`src/rtl/biq_pkg.sv`:
```
package biq_pkg;
  // Number of ring positions in one decade (two counts per position).
  localparam int unsigned RING_POS_DEF = 5;

  // Width of a digit that can hold 2*npos - 1.
  function automatic int unsigned digit_width(input int unsigned npos);
    return $clog2(2 * npos);
  endfunction
endpackage

```
`src/rtl/biq_edge_detect.sv`:
```
module biq_edge_detect (
  input  logic clk,
  input  logic rst_n,
  input  logic sig_i,
  output logic rise_o
);
  logic sig_q;
  logic sig_d;

  always_comb begin
    sig_d = sig_i;
  end

  always_ff @(posedge clk or negedge rst_n) begin
    if (!rst_n) sig_q <= 1'b0;
    else        sig_q <= sig_d;
  end

  assign rise_o = sig_i & ~sig_q;
endmodule

```
`src/rtl/biq_toggle_stage.sv`:
```
module biq_toggle_stage (
  input  logic clk,
  input  logic rst_n,
  input  logic clr_i,
  input  logic step_i,
  output logic tog_o,
  output logic adv_o
);
  logic tog_q;
  logic tog_d;

  always_comb begin
    tog_d = tog_q;
    if (clr_i)       tog_d = 1'b0;
    else if (step_i) tog_d = ~tog_q;
  end

  always_ff @(posedge clk or negedge rst_n) begin
    if (!rst_n) tog_q <= 1'b0;
    else        tog_q <= tog_d;
  end

  assign tog_o = tog_q;
  // Divide-by-two output: the ring advances when the toggle wraps 1 -> 0.
  assign adv_o = step_i & tog_q & ~clr_i;
endmodule

```
`src/rtl/biq_ring_stage.sv`:
```
module biq_ring_stage #(
  parameter int unsigned NPOS = 5
) (
  input  logic            clk,
  input  logic            rst_n,
  input  logic            clr_i,
  input  logic            adv_i,
  output logic [NPOS-1:0] ring_o,
  output logic            wrap_o
);
  logic [NPOS-1:0] ring_q;
  logic [NPOS-1:0] ring_d;
  logic [NPOS-1:0] rotated;
  logic            legal;

  // Rotate one position towards the high end; the top position wraps to 0.
  generate
    if (NPOS > 1) begin : g_rot
      assign rotated = {ring_q[NPOS-2:0], ring_q[NPOS-1]};
    end else begin : g_one
      assign rotated = ring_q;
    end
  endgenerate

  assign legal = ($countones(ring_q) == 1);

  always_comb begin
    ring_d = ring_q;
    if (clr_i || !legal) ring_d = NPOS'(1);
    else if (adv_i)      ring_d = rotated;
  end

  always_ff @(posedge clk or negedge rst_n) begin
    if (!rst_n) ring_q <= NPOS'(1);
    else        ring_q <= ring_d;
  end

  assign ring_o = ring_q;
  assign wrap_o = adv_i & legal & ring_q[NPOS-1];
endmodule

```
`src/rtl/biq_bcd_encode.sv`:
```
module biq_bcd_encode #(
  parameter int unsigned NPOS = 5,
  parameter int unsigned DW   = 4
) (
  input  logic [NPOS-1:0] ring_i,
  input  logic            tog_i,
  output logic [DW-1:0]   digit_o
);
  logic [DW-1:0] base;

  // digit = 2 * position + toggle; a pattern that is not one-hot reads as 0.
  always_comb begin
    base = '0;
    if ($countones(ring_i) == 1) begin
      for (int i = 0; i < NPOS; i++) begin
        if (ring_i[i]) base = DW'(2 * i);
      end
    end
    digit_o = base | DW'(tog_i);
  end
endmodule

```
`src/rtl/biq_decade.sv`:
```
module biq_decade #(
  parameter int unsigned NPOS = biq_pkg::RING_POS_DEF,
  localparam int unsigned DW  = biq_pkg::digit_width(NPOS)
) (
  input  logic          clk,
  input  logic          rst_n,
  input  logic          clr_i,
  input  logic          gate_i,
  input  logic          sig_i,
  output logic [DW-1:0] digit_o,
  output logic          carry_o
);
  logic            rise;
  logic            step;
  logic            tog;
  logic            adv;
  logic [NPOS-1:0] ring;
  logic            wrap;
  logic            carry_q;
  logic            carry_d;

  biq_edge_detect u_edge (
    .clk(clk), .rst_n(rst_n), .sig_i(sig_i), .rise_o(rise)
  );

  assign step = rise & gate_i;

  biq_toggle_stage u_tog (
    .clk(clk), .rst_n(rst_n), .clr_i(clr_i), .step_i(step),
    .tog_o(tog), .adv_o(adv)
  );

  biq_ring_stage #(.NPOS(NPOS)) u_ring (
    .clk(clk), .rst_n(rst_n), .clr_i(clr_i), .adv_i(adv),
    .ring_o(ring), .wrap_o(wrap)
  );

  biq_bcd_encode #(.NPOS(NPOS), .DW(DW)) u_enc (
    .ring_i(ring), .tog_i(tog), .digit_o(digit_o)
  );

  always_comb begin
    carry_d = wrap & ~clr_i;
  end

  always_ff @(posedge clk or negedge rst_n) begin
    if (!rst_n) carry_q <= 1'b0;
    else        carry_q <= carry_d;
  end

  assign carry_o = carry_q;
endmodule

```
`config.mk`:
```
export PLATFORM = sky130hd
export DESIGN_NAME = biq_decade
export DESIGN_NICKNAME = d
export VERILOG_FILES = /design/src/rtl/biq_pkg.sv /design/src/rtl/biq_edge_detect.sv /design/src/rtl/biq_toggle_stage.sv /design/src/rtl/biq_ring_stage.sv /design/src/rtl/biq_bcd_encode.sv /design/src/rtl/biq_decade.sv
export SDC_FILE = /design/constraint.sdc
export NUM_CORES = 1
export LEC_CHECK = 0
export ABC_AREA = 0
export BUFFER_PORTS_ARGS = -buffer_cell sky130_fd_sc_hd__buf_2
export CORE_AREA = 2 2 39 41
export CTS_BUF_LIST = sky130_fd_sc_hd__clkbuf_8
export CTS_CLUSTER_DIAMETER = 60
export DETAILED_ROUTE_END_ITERATION = 8
export DIE_AREA = 0 0 41 43
export MAX_ROUTING_LAYER = met4
export PLACE_DENSITY = 0.66
export SLEW_MARGIN = 20
export SYNTH_ARGS = -nofsm -noshare
export SYNTH_HDL_FRONTEND = slang
export SYNTH_SLANG_ARGS = --single-unit
```
`constraint.sdc`:
```
create_clock -name clk -period 1.9 [get_ports clk]
set_input_delay 0.19 -clock clk [delete_from_list [all_inputs] [get_ports clk]]
set_output_delay 0.19 -clock clk [all_outputs]
set_load 0.05 [all_outputs]
```
After elaboration in Yosys (flattened, before gate mapping)
Index checks and enable logic that the tools add are counted.
{ "totals": {"register_bits": 8, "word_cells": 33, "out_inout_bits": 5} }
{ "classes": {"bitwise": 11, "add_sub_neg": 4, "n_mux": 9, "n_reduce_logical": 4, "eq_ne": 1} }
{ "op_table": {"columns": ["cell", "n"], "rows": [
  ["adder 32 x 1 -> 32 bit", 1],
  ["adder 32 bit", 1],
  ["equality test 32 x 2 -> 1 bit, second input constant", 1],
  ["two-way mux 5 bit", 2],
  ["two-way mux 4 bit", 2],
  ["bitwise AND 1 bit", 7],
  ["two-way mux 3 bit", 2],
  ["adder 1 x 1 -> 2 bit", 2],
  ["bitwise OR 4 x 1 -> 4 bit", 1],
  ["nonzero test 2 bit", 2],
  ["inverter 1 bit", 3],
  ["two-way mux 1 bit", 2],
  ["two-way mux 2 bit", 1],
  ["zero test 1 bit", 1],
  ["logical OR 1 bit", 1]
]} }

Logic depth before layout (Yosys ltp)
Gate-level depths: netlist of the first run.
{ "depth": {"word_depth": 8, "mapped_depth": 9} }

By module
Synthesis of the first run repeated with hierarchy kept, for this count alone.
{ "unflattened": {"cells_unflattened": 55, "area_unflattened_um2": 593.1} }
{ "modules_own_cells": {"columns": ["mod", "area_each_um2", "n_inst", "cells_per_inst", "seq_area_each_um2"], "rows": [
  ["biq_ring_stage", 322.8, 1, 28, 126.4],
  ["biq_bcd_encode", 141.4, 1, 17, 0.0],
  ["biq_decade", 45.0, 1, 3, 25.0],
  ["biq_toggle_stage", 45.0, 1, 5, 25.0],
  ["biq_edge_detect", 38.8, 1, 2, 25.0]
]} }

Worst setup path before layout of the first run
OpenSTA, ideal clock, no wires.
{ "synth_timing": {"path_kind": "flip-flop to output port", "startpoint": "reg u_ring.ring_q[2], in the netlist u_ring.ring_o[2]", "endpoint": "out digit_o[1]", "path_slack_ns": -0.848, "path_stages_with_launch": 8, "arrival_ns": 2.558, "t_required_ns": 1.710, "path_cell_list": "dfrtp_1 > inv_1 > ha_1 > fa_1 > inv_1 > fa_1 > nand3_2 > nor3_1"} }
{ "synth_via": {"elab_chain_cells": 6, "elab_cells_between_ends": 9, "cone_classes": "add/sub (3); eq/ne (1); mux (4); bitwise (1)"} }
{ "synth_rtl": {"columns": ["element", "line_no", "rtl"], "rows": [
  ["start: declaration", "biq_ring_stage.sv:11", "logic [NPOS-1:0] ring_q;"],
  ["start signal: assignment", "biq_ring_stage.sv:35", "else ring_q <= ring_d;"],
  ["adder 1 x 1 -> 2 bit (implied by the code)", "biq_bcd_encode.sv:14", "if ($countones(ring_i) == 1) begin"],
  ["adder 32 bit (implied by the code)", "biq_bcd_encode.sv:14", null],
  ["adder 32 x 1 -> 32 bit (implied by the code)", "biq_bcd_encode.sv:14", null],
  ["equality test 32 x 2 -> 1 bit", "biq_bcd_encode.sv:14", null],
  ["two-way mux 4 bit *", "biq_bcd_encode.sv:14", null],
  ["bitwise OR 4 x 1 -> 4 bit *", "biq_bcd_encode.sv:19", "digit_o = base | DW'(tog_i);"],
  ["end: declaration", "biq_decade.sv:10", "output logic [DW-1:0] digit_o,"]
]} }
Every way passes the cells marked *; elsewhere a longest branch is shown, timed or not.

Final worst setup path of the first run
{ "layout_timing": {"startpoint": "reg u_ring.ring_q[0], in the netlist u_ring.ring_o[0]", "endpoint": "out digit_o[1]"} }
{ "layout_via": {"elab_chain_cells": 6} }
{ "layout_rtl": {"columns": ["element", "line_no"], "rows": [
  ["adder 1 x 1 -> 2 bit (implied by the code)", "biq_bcd_encode.sv:14"],
  ["adder 32 bit (implied by the code)", "biq_bcd_encode.sv:14"],
  ["adder 32 x 1 -> 32 bit (implied by the code)", "biq_bcd_encode.sv:14"],
  ["equality test 32 x 2 -> 1 bit", "biq_bcd_encode.sv:14"],
  ["two-way mux 4 bit", "biq_bcd_encode.sv:14"],
  ["bitwise OR 4 x 1 -> 4 bit", "biq_bcd_encode.sv:19"]
]} }
Every way passes these cells.

==> out/qor.txt, run 1 <==
outcome: finished with violations
failing checks: setup timing
initial antenna violation count: 0
DRC: 0
# clock sinks: 8
CP Capture Type: output pin
worst hold path depth: 2
Critical Path Fanout Max: 4
post-DP HPWL: 710.6 um
final std cells w/o fill: 77
worst r2r path cells: 8
Setup TNS: -3040 ps
Post-synth EDFFs: 0
clk slew on worst S/H paths: 40 ps
chip height: 43 um
Hold Slack: 123.8 ps
n_diodes: 0
Area growth syn-to-layout: 52.00%
Yosys cell types: 17
vias in the first global route: 334
final hold violations: 0
PD cells: 593.2 nW/um2
Hold Path Class: in2reg
initial drt markers: 4
crit path DAT: 2160 ps
met1 GRT Util: 17.11%
VDD IR max: 0.3754 mV
Site Rows: 14
Period minus WS final: 2349 ps
Top Ports: 10
Syn Inst Count: 43
kind of critical path: reg2out
cell area after synthesis: 469.2 um2
Crit path required time: 1710 ps
DR WL/cell: 11.83 um
nature of the critical path startpoint: register
Vias/cell: 4.571
DIE WIDTH: 41 um
RSZ-0062 raised after global routing: yes
ys async rst share: 100.0%
Final setup viols: 9
clock tree from TritonCTS: built
final worst slack: -448.7 ps
yosys warns: 0
Inst Count DP: 72
syn_area_per_cell: 10.91 um2
die area: 1763 um2
fraction of layout cells with a size suffix above 1: 52.46%
Power, Total: 0.4230 mW
first-pass GRT wire length: 1490 um
GR peak layer: met2
grt ovf: 0
later-pin clock latency in the skew report: 230 ps
Seq/Total Area, Yosys: 42.93%
grt met2 use: 17.19%
final period utilization: 123.6%
CTS root buf: clkbuf_8
cts bufs inserted: 3
nets@finish: 72
Most used DFF post-synth: dfrtp_1
H-tree levels: 1
max_slew headroom: 82.84%
1st-pass router iterations: 2
routability cong.: 0.7110
largest net degree at the start of global routing: 9
Clock Path Buffers: 2
Net Count, Synth: 53
Pleak: 0.3573 nW
Final Max Tran Viols: 0
clk_skew: 4.853 ps
synthesis-stage register bit count: 8
global routing usage on met3: 6.283%
Initial Utilization: 33.91%
post-route ant nets: 0
Worst Tran Pin Value: 257.5 ps
Max Freq: 425.8 MHz
CORE AREA: 1384 um2
PortBufs: 9
GRT Total Usage: 14.18%
max_cap viols: 0
DR vias: 352
WL final: 911 um
[flip-flops by register name (all words and copies together) (netlist names)]
signal,count
carry_o,1
u_edge.sig_q,1
u_ring.ring_o,5
u_tog.tog_o,1
[routing by layer]
metal / vias to the layer above / wire [um]
met1: 167 / 384
met5: - / 0
met3: 5 / 32
li1: 173 / -
met2: 7 / 451
met4: 0 / 42
[where the power goes]
group	internal [mW]	switching, mW	leakage, nW
sequential	0.174	0.00274	0.106
clock	0.140	0.0683	0.0269
combinational	0.0154	0.0223	0.225
[area by class of cell]
cell class	instances	area [um2]
Timing Repair Buffer	16	118.9
Multi-Input combinational cell	27	305.3
Clock buffer	3	41.29
Tap cell	16	20.02
Fill cell	114	670.6
Inverter	6	22.52
Clock inverter	1	3.754
Sequential cell	8	201.4
[cells in the mapped netlist (all sizes together) (2+ instances only)]
master | instances | area, um2
ha | 3 | 37.54
or2 | 2 | 12.51
nand3b | 2 | 15.01
inv | 6 | 22.52
fa | 2 | 40.04
nor3 | 2 | 10.01
nor2 | 7 | 26.28
dfrtp | 7 | 175.2
buf | 2 | 12.51
mux2i | 4 | 40.04
[cells by family after synthesis]
family	after synthesis	share of synthesized area, %
multiplexers	4	8.534
flip-flops	8	42.93
AO/OA/AOI/OAI	1	1.066
adder cells (fa/ha/maj)	5	16.53
buffers and inverters	8	7.466
AND/OR/NAND/NOR	16	21.60
XOR/XNOR	1	1.867
[worst max-delay path, stage by stage (launching register included)]
cell     delay (ps)
dfstp_2         540
ha_4            200
fa_2            330
inv_2            60
fa_1            440
nand3_4         160
nor3_4           50
buf_6           150
[per-stage QoR]
stage / setup WS, ps / cell area (um2) / util [%]
after global placement: -294.9 / 616.8 / 44.57
after CTS: -467.5 / 710.7 / 51.36
after global routing: -500.7 / 713.2 / 51.54
final: -448.7 / 713.2 / 51.54
after detailed placement: -329.0 / 616.8 / 44.57
after floorplan: -251.9 / 519.2 / -
[path summary, 6_finish.rpt]
kind                                    end              from  slack [ps]
max reg2reg                u_ring.ring_o[0]  u_ring.ring_o[0]        -300
min                             u_tog.tog_o             clr_i         120
max in group asynchronous  u_ring.ring_o[0]             rst_n        1330
max                              digit_o[1]  u_ring.ring_o[0]        -450
min reg2reg                     u_tog.tog_o       u_tog.tog_o         620
min in group asynchronous  u_ring.ring_o[4]             rst_n         330
[cells in the final DEF, fill, tap and decap left out, drive strengths merged]
| cell type | netlist | final |
|---|---|---|
| nor3 | 2 | 2 |
| dfstp | 1 | 1 |
| or2 | 2 | 2 |
| inv | 6 | 7 |
| fa | 2 | 2 |
| nand3 | 1 | 1 |
| xor2 | 1 | 1 |
| dfrtp | 7 | 7 |
| mux2i | 4 | 4 |
| ha | 3 | 3 |
| dlygate4sd3 | 0 | 1 |
| buf | 2 | 15 |
| nor2 | 7 | 7 |
| clkbuf | 0 | 3 |
| nand2 | 1 | 1 |
| nand3b | 2 | 2 |
| a21oi | 1 | 1 |
| nand4b | 1 | 1 |
[repair_timing]
action                     4_1_cts  5_1_grt
hold endpoints to repair         7        0
gates resized for setup         12        1
setup endpoints to repair        9        9
hold buffers                     1        0
cloned                           0        0
setup buffers                    0        0
pin swaps                        8        4
Note: power is estimated with default switching activity, not from simulation.
==> run 2: changes to the inputs <==
Settings changed: PLACE_DENSITY 0.66 to 0.63, SLEW_MARGIN 20 to 40.
==> run 2 against run 1 <==
  * The flow still finishes with violations (setup timing)
  * Via count fell by 2.8%
  * Global-route usage decreased by 1.5 points
  * Sequential power hardly changed
  * Clock skew down 1.3 ps
==> out/qor.txt, run 2 (same netlist as run 1, synthesis figures left out) <==
n_diodes: 0 (unchanged)
PortBufs: 9 (unchanged)
post-route ant nets: 0 (unchanged)
GRT Total Usage: 12.72% (was 14.18%)
nets@finish: 73 (was 72)
Initial Utilization: 33.91% (unchanged)
clk slew on worst S/H paths: 40 ps (about the same)
RSZ-0062 raised after global routing: yes (unchanged)
initial drt markers: 4 (unchanged)
Period minus WS final: 2347 ps (was 2349 ps)
clk_skew: 3.548 ps (was 4.853 ps)
Pleak: 0.3663 nW (was 0.3573 nW)
max_cap viols: 0 (unchanged)
1st-pass router iterations: 2 (unchanged)
chip height: 43 um (unchanged)
Hold Path Class: in2reg (unchanged)
max reg flops: 5 (unchanged)
# clock sinks: 8 (unchanged)
Worst Tran Pin Value: 248.4 ps (was 257.5 ps)
outcome: finished with violations (unchanged)
later-pin clock latency in the skew report: 230 ps (about the same)
reg2reg setup slack: -260 ps (was -300 ps)
DR WL/cell: 11.53 um (was 11.83 um)
max_slew headroom: 83.55% (was 82.84%)
Final setup viols: 9 (unchanged)
commonest cells after routing, fill and taps aside: 7 x dfrtp_1, 7 x buf_4, 6 x nor2_1, 6 x buf_2, 5 x inv_1 (was 7 x dfrtp_1, 6 x buf_2, 6 x buf_4, 5 x inv_1, 4 x mux2i_1)
vias in the first global route: 341 (was 334)
fraction of layout cells with a size suffix above 1: 48.39% (was 52.46%)
H-tree levels: 1 (unchanged)
DIE WIDTH: 41 um (unchanged)
first-pass GRT wire length: 1428 um (was 1490 um)
kind of critical path: reg2out (unchanged)
CORE AREA: 1384 um2 (unchanged)
crit path DAT: 2160 ps (about the same)
final worst slack: -447.4 ps (was -448.7 ps)
failing checks: setup timing (unchanged)
VDD IR max: 0.3106 mV (was 0.3754 mV)
CP Capture Type: output pin (unchanged)
clock tree from TritonCTS: built (unchanged)
Power, Total: 0.4234 mW (was 0.4230 mW)
Vias/cell: 4.385 (was 4.571)
post-DP HPWL: 709.8 um (was 710.6 um)
Max Freq: 426.0 MHz (was 425.8 MHz)
final hold violations: 0 (unchanged)
initial antenna violation count: 0 (unchanged)
CTS root buf: clkbuf_8 (unchanged)
Crit path required time: 1710 ps (about the same)
DR vias: 342 (was 352)
WL final: 899 um (was 911 um)
PD cells: 593.7 nW/um2 (was 593.2 nW/um2)
Final Max Tran Viols: 0 (unchanged)
# fillers: 130 (was 114)
routability cong.: 0.7271 (was 0.7110)
nature of the critical path startpoint: register (unchanged)
Top Ports: 10 (unchanged)
Critical Path Fanout Max: 4 (unchanged)
Site Rows: 14 (unchanged)
fin area: 713.2 um2 (unchanged)
largest net degree at the start of global routing: 9 (unchanged)
die area: 1763 um2 (unchanged)
grt ovf: 0 (unchanged)
DRC: 0 (unchanged)
Area growth syn-to-layout: 52.00% (unchanged)
Clock Path Buffers: 2 (unchanged)
Placed Instance Area: 609.3 um2 (was 616.8 um2)
final period utilization: 123.5% (was 123.6%)
cts bufs inserted: 3 (unchanged)
==> run 2: what timing repair did <==
action | 4_1_cts | 5_1_grt
hold buffers | 1 | 0
pin swaps | 4 | 2
hold endpoints to repair | 7 | 0
gates resized for setup | 11 | 0
endpoints found under the setup margin | 9 | 9
setup buffers | 1 | 1
==> run 2: path summary, 6_finish.rpt <==
kind	cells after the start	endpoint	from
setup / recovery	7	digit_o[1]	u_ring.ring_o[0]
hold / removal	2	u_tog.tog_o	clr_i
setup reg to reg	7	carry_o	u_ring.ring_o[0]
hold reg to reg	3	u_ring.ring_o[4]	u_ring.ring_o[3]
max in group asynchronous	2	u_ring.ring_o[0]	rst_n
min in group asynchronous	2	u_ring.ring_o[4]	rst_n
==> run 2: where the power goes <==
| part | switching, mW | internal, mW |
|---|---|---|
| clock | 0.0709 | 0.140 |
| sequential | 0.00284 | 0.174 |
| combinational | 0.0213 | 0.0139 |
| total | 0.0951 | 0.328 |
==> run 2: critical path, cell delays in order, from the launching register on <==
cell     delay, ps
dfstp_2        550
ha_4           200
fa_2           330
inv_2           60
fa_1           440
nand3_4        160
nor3_4          50
buf_6          150
==> run 2: metrics by stage <==
stage | std cells | setup slack [ps] | hold WS, ps | setup TNS [ps] | utilization, %
6_report | 78 | -447.4 | 126.2 | -2862 | 51.54
5_1_grt | 78 | -492.4 | 122.6 | -3364 | 51.54
4_1_cts | 77 | -434.0 | 125.9 | -2710 | 50.99
3_5_place_dp | 71 | -423.5 | 43.61 | -3456 | 44.03
3_3_place_gp | 71 | -402.8 | 41.59 | -3295 | 44.03
2_1_floorplan | 43 | -251.9 | -105.6 | -2105 | -
==> run 2: area by class of cell <==
| class | instances | area, um2 | share of cell area [%] |
|---|---|---|---|
| Timing Repair Buffer | 17 | 126.4 | 17.72 |
| Tap cell | 16 | 20.02 | 2.807 |
| Inverter | 6 | 22.52 | 3.158 |
| Multi-Input combinational cell | 27 | 297.8 | 41.75 |
| Clock inverter | 1 | 3.754 | 0.5263 |
| Clock buffer | 3 | 41.29 | 5.789 |
| Sequential cell | 8 | 201.4 | 28.25 |
==> run 2: metal layers <==
layer / GRT usage (%) / part of all wire, % / vias to the layer above
met5: - / 0 / -
met4: 6.000 / 0 / 0
met3: 3.141 / 1.7 / 0
met2: 18.44 / 53 / 4
met1: 16.11 / 46 / 165
li1: - / - / 173
